File: src/rtl/pwl_pkg.sv
package pwl_pkg;
  typedef enum logic [1:0] {
    ST_IDLE   = 2'd0,
    ST_LOAD   = 2'd1,
    ST_PROG   = 2'd2,
    ST_COMMIT = 2'd3
  } pwl_state_e;
endpackage

File: src/rtl/pwl_strobe_filter.sv
module pwl_strobe_filter #(
  parameter int ADDR_W     = 13,
  parameter int DATA_W     = 8,
  parameter int MIN_PULSE  = 1,
  parameter int POR_CYCLES = 250000
) (
  input  logic              clk,
  input  logic              rst_n,
  input  logic              ce_n,
  input  logic              oe_n,
  input  logic              we_n,
  input  logic [ADDR_W-1:0] addr,
  input  logic [DATA_W-1:0] wdata,
  output logic              evt,
  output logic [ADDR_W-1:0] evt_addr,
  output logic [DATA_W-1:0] evt_data
);
  localparam int WID_W = $clog2(MIN_PULSE + 1);
  localparam int POR_W = $clog2(POR_CYCLES + 1);

  logic              strobe_on;
  logic              on_q;
  logic [WID_W-1:0]  wid;
  logic [ADDR_W-1:0] addr_q;
  logic [DATA_W-1:0] data_q;
  logic [POR_W-1:0]  por_cnt;
  logic              por_done;

  assign strobe_on = !ce_n && !we_n && oe_n;
  assign por_done  = (por_cnt == POR_W'(POR_CYCLES));

  always_ff @(posedge clk or negedge rst_n) begin
    if (!rst_n) por_cnt <= '0;
    else if (!por_done) por_cnt <= por_cnt + 1'b1;
  end

  always_ff @(posedge clk or negedge rst_n) begin
    if (!rst_n) begin
      on_q     <= 1'b0;
      wid      <= '0;
      addr_q   <= '0;
      data_q   <= '0;
      evt      <= 1'b0;
      evt_addr <= '0;
      evt_data <= '0;
    end else begin
      on_q <= strobe_on;
      evt  <= 1'b0;
      if (strobe_on) begin
        data_q <= wdata;
        if (!on_q) begin
          addr_q <= addr;
          wid    <= WID_W'(1);
        end else if (wid != WID_W'(MIN_PULSE)) begin
          wid <= wid + 1'b1;
        end
      end else if (on_q) begin
        evt      <= por_done && (wid >= WID_W'(MIN_PULSE));
        evt_addr <= addr_q;
        evt_data <= data_q;
      end
    end
  end

  assert_evt_after_por_R4: assert property (@(posedge clk) disable iff (!rst_n)
    evt |-> por_done);
  assert_evt_single_R3: assert property (@(posedge clk) disable iff (!rst_n)
    evt |=> !evt);
endmodule

File: src/rtl/pwl_page_buffer.sv
module pwl_page_buffer #(
  parameter int PAGE_BYTES = 64,
  parameter int DATA_W     = 8,
  localparam int OFS_W     = $clog2(PAGE_BYTES)
) (
  input  logic                         clk,
  input  logic                         rst_n,
  input  logic                         wr_en,
  input  logic [OFS_W-1:0]             wr_ofs,
  input  logic [DATA_W-1:0]            wr_data,
  input  logic                         clr,
  output logic [PAGE_BYTES*DATA_W-1:0] buf_data,
  output logic [PAGE_BYTES-1:0]        buf_mask
);
  for (genvar g = 0; g < PAGE_BYTES; g++) begin : g_byte
    always_ff @(posedge clk or negedge rst_n) begin
      if (!rst_n) begin
        buf_mask[g]                 <= 1'b0;
        buf_data[g*DATA_W +: DATA_W] <= '0;
      end else if (clr) begin
        buf_mask[g] <= 1'b0;
      end else if (wr_en && (wr_ofs == OFS_W'(g))) begin
        buf_mask[g]                 <= 1'b1;
        buf_data[g*DATA_W +: DATA_W] <= wr_data;
      end
    end
  end

  assert_clear_R11: assert property (@(posedge clk) disable iff (!rst_n)
    clr |=> (buf_mask == '0));
  assert_byte_marked_R5: assert property (@(posedge clk) disable iff (!rst_n)
    (wr_en && !clr) |=> buf_mask[$past(wr_ofs)]);
endmodule

File: src/rtl/pwl_load_seq.sv
module pwl_load_seq
  import pwl_pkg::*;
#(
  parameter int ADDR_W      = 13,
  parameter int DATA_W      = 8,
  parameter int OFS_W       = 6,
  parameter int WIN_CYCLES  = 7500,
  parameter int PROG_CYCLES = 500000,
  localparam int PAGE_W     = ADDR_W - OFS_W,
  localparam int MAX_T      = (WIN_CYCLES > PROG_CYCLES) ? WIN_CYCLES : PROG_CYCLES,
  localparam int CNT_W      = $clog2(MAX_T + 1)
) (
  input  logic              clk,
  input  logic              rst_n,
  input  logic              evt,
  input  logic [ADDR_W-1:0] evt_addr,
  input  logic [DATA_W-1:0] evt_data,
  input  logic              cmt_ready,
  output logic              buf_we,
  output logic [OFS_W-1:0]  buf_ofs,
  output logic [DATA_W-1:0] buf_wdata,
  output logic              buf_clr,
  output logic [PAGE_W-1:0] page_q,
  output logic [ADDR_W-1:0] last_addr,
  output logic              busy,
  output logic              cmt_valid
);
  pwl_state_e       state;
  logic [CNT_W-1:0] cnt;
  logic             same_page;

  assign same_page = (evt_addr[ADDR_W-1:OFS_W] == page_q);
  assign buf_we    = evt && ((state == ST_IDLE) || ((state == ST_LOAD) && same_page));
  assign buf_ofs   = evt_addr[OFS_W-1:0];
  assign buf_wdata = evt_data;
  assign busy      = (state == ST_PROG) || (state == ST_COMMIT);
  assign cmt_valid = (state == ST_COMMIT);
  assign buf_clr   = cmt_valid && cmt_ready;

  always_ff @(posedge clk or negedge rst_n) begin
    if (!rst_n) begin
      state     <= ST_IDLE;
      cnt       <= '0;
      page_q    <= '0;
      last_addr <= '0;
    end else begin
      if (buf_we) last_addr <= evt_addr;
      unique case (state)
        ST_IDLE: if (buf_we) begin
          page_q <= evt_addr[ADDR_W-1:OFS_W];
          cnt    <= '0;
          state  <= ST_LOAD;
        end
        ST_LOAD: begin
          if (buf_we) cnt <= '0;
          else if (cnt == CNT_W'(WIN_CYCLES - 1)) begin
            cnt   <= '0;
            state <= ST_PROG;
          end else cnt <= cnt + 1'b1;
        end
        ST_PROG: begin
          if (cnt == CNT_W'(PROG_CYCLES - 1)) begin
            cnt   <= '0;
            state <= ST_COMMIT;
          end else cnt <= cnt + 1'b1;
        end
        ST_COMMIT: if (cmt_ready) state <= ST_IDLE;
        default: state <= ST_IDLE;
      endcase
    end
  end

  assert_page_fixed_R7: assert property (@(posedge clk) disable iff (!rst_n)
    (state == ST_LOAD) |=> $stable(page_q));
  assert_ignore_busy_R10: assert property (@(posedge clk) disable iff (!rst_n)
    busy |=> $stable(last_addr));
  assert_busy_drop_R11: assert property (@(posedge clk) disable iff (!rst_n)
    (cmt_valid && cmt_ready) |=> (!busy && !cmt_valid));
  assert_page_hold_R9: assert property (@(posedge clk) disable iff (!rst_n)
    (cmt_valid && !cmt_ready) |=> (cmt_valid && $stable(page_q)));
endmodule

File: src/rtl/pwl_page_writer.sv
module pwl_page_writer #(
  parameter int ADDR_W      = 13,
  parameter int DATA_W      = 8,
  parameter int PAGE_BYTES  = 64,
  parameter int WIN_CYCLES  = 7500,
  parameter int PROG_CYCLES = 500000,
  parameter int POR_CYCLES  = 250000,
  parameter int MIN_PULSE   = 1,
  localparam int OFS_W      = $clog2(PAGE_BYTES),
  localparam int PAGE_W     = ADDR_W - OFS_W
) (
  input  logic                         clk,
  input  logic                         rst_n,
  input  logic                         ce_n,
  input  logic                         oe_n,
  input  logic                         we_n,
  input  logic [ADDR_W-1:0]            addr,
  input  logic [DATA_W-1:0]            wdata,
  output logic                         busy,
  output logic                         cmt_valid,
  input  logic                         cmt_ready,
  output logic [PAGE_W-1:0]            cmt_page,
  output logic [PAGE_BYTES*DATA_W-1:0] cmt_data,
  output logic [PAGE_BYTES-1:0]        cmt_mask,
  output logic [ADDR_W-1:0]            last_addr
);
  logic              evt;
  logic [ADDR_W-1:0] evt_addr;
  logic [DATA_W-1:0] evt_data;
  logic              buf_we;
  logic [OFS_W-1:0]  buf_ofs;
  logic [DATA_W-1:0] buf_wdata;
  logic              buf_clr;

  pwl_strobe_filter #(
    .ADDR_W(ADDR_W), .DATA_W(DATA_W), .MIN_PULSE(MIN_PULSE), .POR_CYCLES(POR_CYCLES)
  ) u_filter (
    .clk(clk), .rst_n(rst_n), .ce_n(ce_n), .oe_n(oe_n), .we_n(we_n),
    .addr(addr), .wdata(wdata),
    .evt(evt), .evt_addr(evt_addr), .evt_data(evt_data)
  );

  pwl_load_seq #(
    .ADDR_W(ADDR_W), .DATA_W(DATA_W), .OFS_W(OFS_W),
    .WIN_CYCLES(WIN_CYCLES), .PROG_CYCLES(PROG_CYCLES)
  ) u_seq (
    .clk(clk), .rst_n(rst_n), .evt(evt), .evt_addr(evt_addr), .evt_data(evt_data),
    .cmt_ready(cmt_ready), .buf_we(buf_we), .buf_ofs(buf_ofs), .buf_wdata(buf_wdata),
    .buf_clr(buf_clr), .page_q(cmt_page), .last_addr(last_addr), .busy(busy),
    .cmt_valid(cmt_valid)
  );

  pwl_page_buffer #(
    .PAGE_BYTES(PAGE_BYTES), .DATA_W(DATA_W)
  ) u_buf (
    .clk(clk), .rst_n(rst_n), .wr_en(buf_we), .wr_ofs(buf_ofs), .wr_data(buf_wdata),
    .clr(buf_clr), .buf_data(cmt_data), .buf_mask(cmt_mask)
  );

  assert_payload_hold_R9: assert property (@(posedge clk) disable iff (!rst_n)
    (cmt_valid && !cmt_ready) |=> ($stable(cmt_mask) && $stable(cmt_data)));
  assert_mask_nonempty_R5: assert property (@(posedge clk) disable iff (!rst_n)
    cmt_valid |-> ($countones(cmt_mask) > 0));
endmodule

File: config.mk
export PLATFORM = sky130hd
export DESIGN_NAME = pwl_page_writer
export DESIGN_NICKNAME = d
export VERILOG_FILES = /design/src/rtl/pwl_pkg.sv /design/src/rtl/pwl_strobe_filter.sv /design/src/rtl/pwl_page_buffer.sv /design/src/rtl/pwl_load_seq.sv /design/src/rtl/pwl_page_writer.sv
export SDC_FILE = /design/constraint.sdc
export NUM_CORES = 1
export LEC_CHECK = 0
export ABC_CLOCK_PERIOD_IN_PS = 4540
export BUFFER_PORTS_ARGS = -buffer_cell sky130_fd_sc_hd__buf_2
export CAP_MARGIN = 20
export CORE_MARGIN = 1
export CORE_UTILIZATION = 45
export DETAILED_ROUTE_END_ITERATION = 8
export PLACE_DENSITY = 0.69
export SLEW_MARGIN = 40
export SYNTH_ARGS = -nofsm -noshare
export SYNTH_HDL_FRONTEND = slang
export SYNTH_SLANG_ARGS = --single-unit
File: constraint.sdc
create_clock -name clk -period 4.54 [get_ports clk]
set_input_delay 0.681 -clock clk [delete_from_list [all_inputs] [get_ports clk]]
set_output_delay 0.681 -clock clk [all_outputs]
set_load 0.01 [all_outputs]
==> run metrics <==
Worst Reg2Reg Path Length in Cells=8; Starting Density=45.9%; max_slew headroom=44.2%; family with the most delay on the worst path=simple AND/OR/NAND/NOR gates; CP arrival=4120 ps; data required time of the worst path=5030 ps; status=complete, no violations; drt initial violations=961; Final Skew=26.2 ps; # setup viols final=0; Final Core Density=57.3%; drt total wl=80700 um; vias in the first global route=18100; static leakage=18.7 nW; Avg Inst Size Synth=14.8 um2; Post-synth EDFFs=0; Post-CTS Resized=0; Post-synth top flop=dfrtp_1; most frequent cells in the layout=672 x dfrtp_1, 623 x buf_2, 570 x mux2_2; Crit Reg-Reg Startpoint=u_seq.state[1]; share of synthesized cell area in full adder, half adder and majority cells=0.383%; Compound-Gate Fraction of Synth Area=1.65%; XOR/XNOR Fraction of Synth Area=0.805%; first-pass GRT wire length=120000 um; Setup WS post-layout=909 ps; Synth Cell Area=26100 um2; I/O pin count=625; Area Growth Syn to Fin=24.9%; hold path startpoint=addr[5]; Sink Count=680; main combinational cell family by area after synthesis=multiplexers; Clock Latency Late Sink=610 ps; Seq cells post-synth=680; drt drc=0; crit start category=flip-flop; Root Driver=clkbuf_16; synth unique cells=47; most common cell after layout, fill and taps aside=dfrtp_1; TNS Setup=0 ps; hold endpoint=u_filter.addr_q[5]; core area=56900 um2; mux share of post-synthesis cell area=24.9%; Max Cap Viol=0; count of final hold-check violations=0; max incr delay on CP=720 ps; Crit. End Element=flip-flop; worst hold path type=in2reg; power per cell area=423 nW/um2; flop2flop setup slack=910 ps; Cells after Synth=1762; Longest Clk Path Bufs=3; Tcrit/Tclk final=80.0%; DPL Wire Length=55900 um; DR vias/cell=5.41; first-pass iteration count of the detailed router=5; vias=17400; routed len/inst=25.1 um; Total Power=0.0138 W; RSZ-0062 raised after global routing=false; peak supply drop=0.000280 V; Worst-path clk slew=60 ps; Die H=243 um; Max FO, Critical Path=12; worst r2r dst=u_buf.buf_data[166]; ANT nets after route=0; Setup WS pre-CTS=973 ps; number of fill cells=4594; TritonCTS Buffers=71; Overall Global Routing Usage=27.4%; FFs w/ async S/R, synth=100%; crit path kind=reg2reg; nets=2444; Post-Syn Nets=1797; # placed instances=3091; hold_buf cts=1; H-Tree Depth=3; Yosys Warn Count=0; port buffer count=624; GP Congestion=0.823; CTS tree=done; Final Max Slew Viols=0; initial antenna violation count=11; area share of and/or/nand/nor cells after synthesis=5.70%; Final min period=3630 ps; pin count of the biggest net entering global routing=114; measured slew at the worst slew-check pin=834 ps; hold depth=2; row count=87; non-filler cells, final=3217; Worst Path Buf+Inv=1; fmax=275 MHz; Critical Path, Cell by Cell=inv_1 -> ha_1 -> nand2_1 -> or4_4 -> o21ai_0 -> and4_1 -> and2_1 -> mux2_2; Seq/Total Area, Yosys=65.1%; crit path max-delay cell type=and4_1; Remaining Overflow, GRT=0; post-CTS setup buffer count=0; Die Wd=243 um; Die Footprint=59000 um2; proportion of layout cells with a drive suffix above 1=56.0%
## how the worst max path moves through the flow
stage | from | end | slack, ps | cells past startpoint
3_5_place_dp | u_seq.state[1] | u_buf.buf_data[166] | 970 | 8
2_1_floorplan | u_seq.state[1] | u_buf.buf_data[336] | 1540 | 10
6_report | u_seq.state[1] | u_buf.buf_data[166] | 910 | 8
3_3_place_gp | u_seq.state[1] | u_buf.buf_data[163] | 1070 | 8
4_1_cts | u_seq.state[1] | u_buf.buf_data[166] | 960 | 8
5_1_grt | u_seq.state[1] | u_buf.buf_data[136] | 780 | 8
## cells in the mapped netlist (2+ instances only)
cell,count,area [um2]
nand4_1,11,68.8
a21oi_1,5,25.0
nor2b_1,3,18.8
nor2_4,5,56.3
or2_2,7,43.8
clkbuf_1,80,300
a21o_1,24,180
nand2_1,162,608
or3_1,13,81.3
nor2_2,2,12.5
inv_1,11,41.3
nor4_1,10,62.6
mux2_1,5,56.3
nand3_1,16,80.1
mux2_2,570,6420
nand2b_1,7,43.8
and4_1,3,26.3
buf_1,3,11.3
nor3_4,4,65.1
o21ai_0,28,140
or4_1,5,37.5
mux2i_1,2,20.0
nor3b_1,2,15.0
nor2_1,32,120
o2111ai_1,2,17.5
and2_1,4,25.0
xor2_1,10,87.6
ha_1,8,100
a211o_1,2,17.5
nor3_1,13,65.1
xnor2_1,14,123
buf_2,4,20.0
dfrtp_1,680,17000
and3_1,2,12.5
## metal layers
metal  global-route usage, %  vias up  part of all wire (%)
met5                       0        -                  0.12
met4                    10.0       16                   3.5
met3                    7.38      159                   6.9
met2                    45.7      617                    50
met1                    34.0     9134                    40
li1                        -     7469                     -
## state kept, by name, indices dropped and copies added (netlist names)
register / cells
u_filter.addr_q: 13
u_seq.cnt: 19
u_seq.state: 2
u_buf.buf_data: 512
u_seq.last_addr: 13
u_filter.on_q: 1
u_buf.buf_mask: 64
u_filter.evt_addr: 13
u_filter.por_cnt: 18
u_filter.wid: 1
u_filter.evt: 1
u_seq.page_q: 7
u_filter.data_q: 8
u_filter.evt_data: 8
## kinds of logic after synthesis
| logic type | count (synthesis) |
|---|---|
| XOR/XNOR | 24 |
| AND/OR/NAND/NOR | 306 |
| multiplexers | 577 |
| buffers and inverters | 100 |
| adder cells (fa/ha/maj) | 8 |
| flip-flops | 680 |
| AO/OA/AOI/OAI | 67 |
## through the flow
stage          area (um2)  hold slack [ps]
2_1_floorplan       26100              385
6_report            32600              311
3_5_place_dp        30300              455
3_3_place_gp        30200              453
4_1_cts             32600              274
5_1_grt             32600              289
## cell type report
type	count	area, um2	area share (%)
inverter	11	41.3	0.127
multi-input combinational	982	8760	26.9
clock buffer	102	2080	6.39
clock inverter	21	249	0.763
timing repair buffer	663	3500	10.7
antenna	2	5.00	0.0153
sequential	680	17000	52.2
tap	756	946	2.90
## report_power, final
group          internal [W]  switching (W)
Sequential          0.00619       0.000394
Combinational      0.000329        0.00109
Clock               0.00342        0.00237
Note: power is estimated with default switching activity, not from simulation.
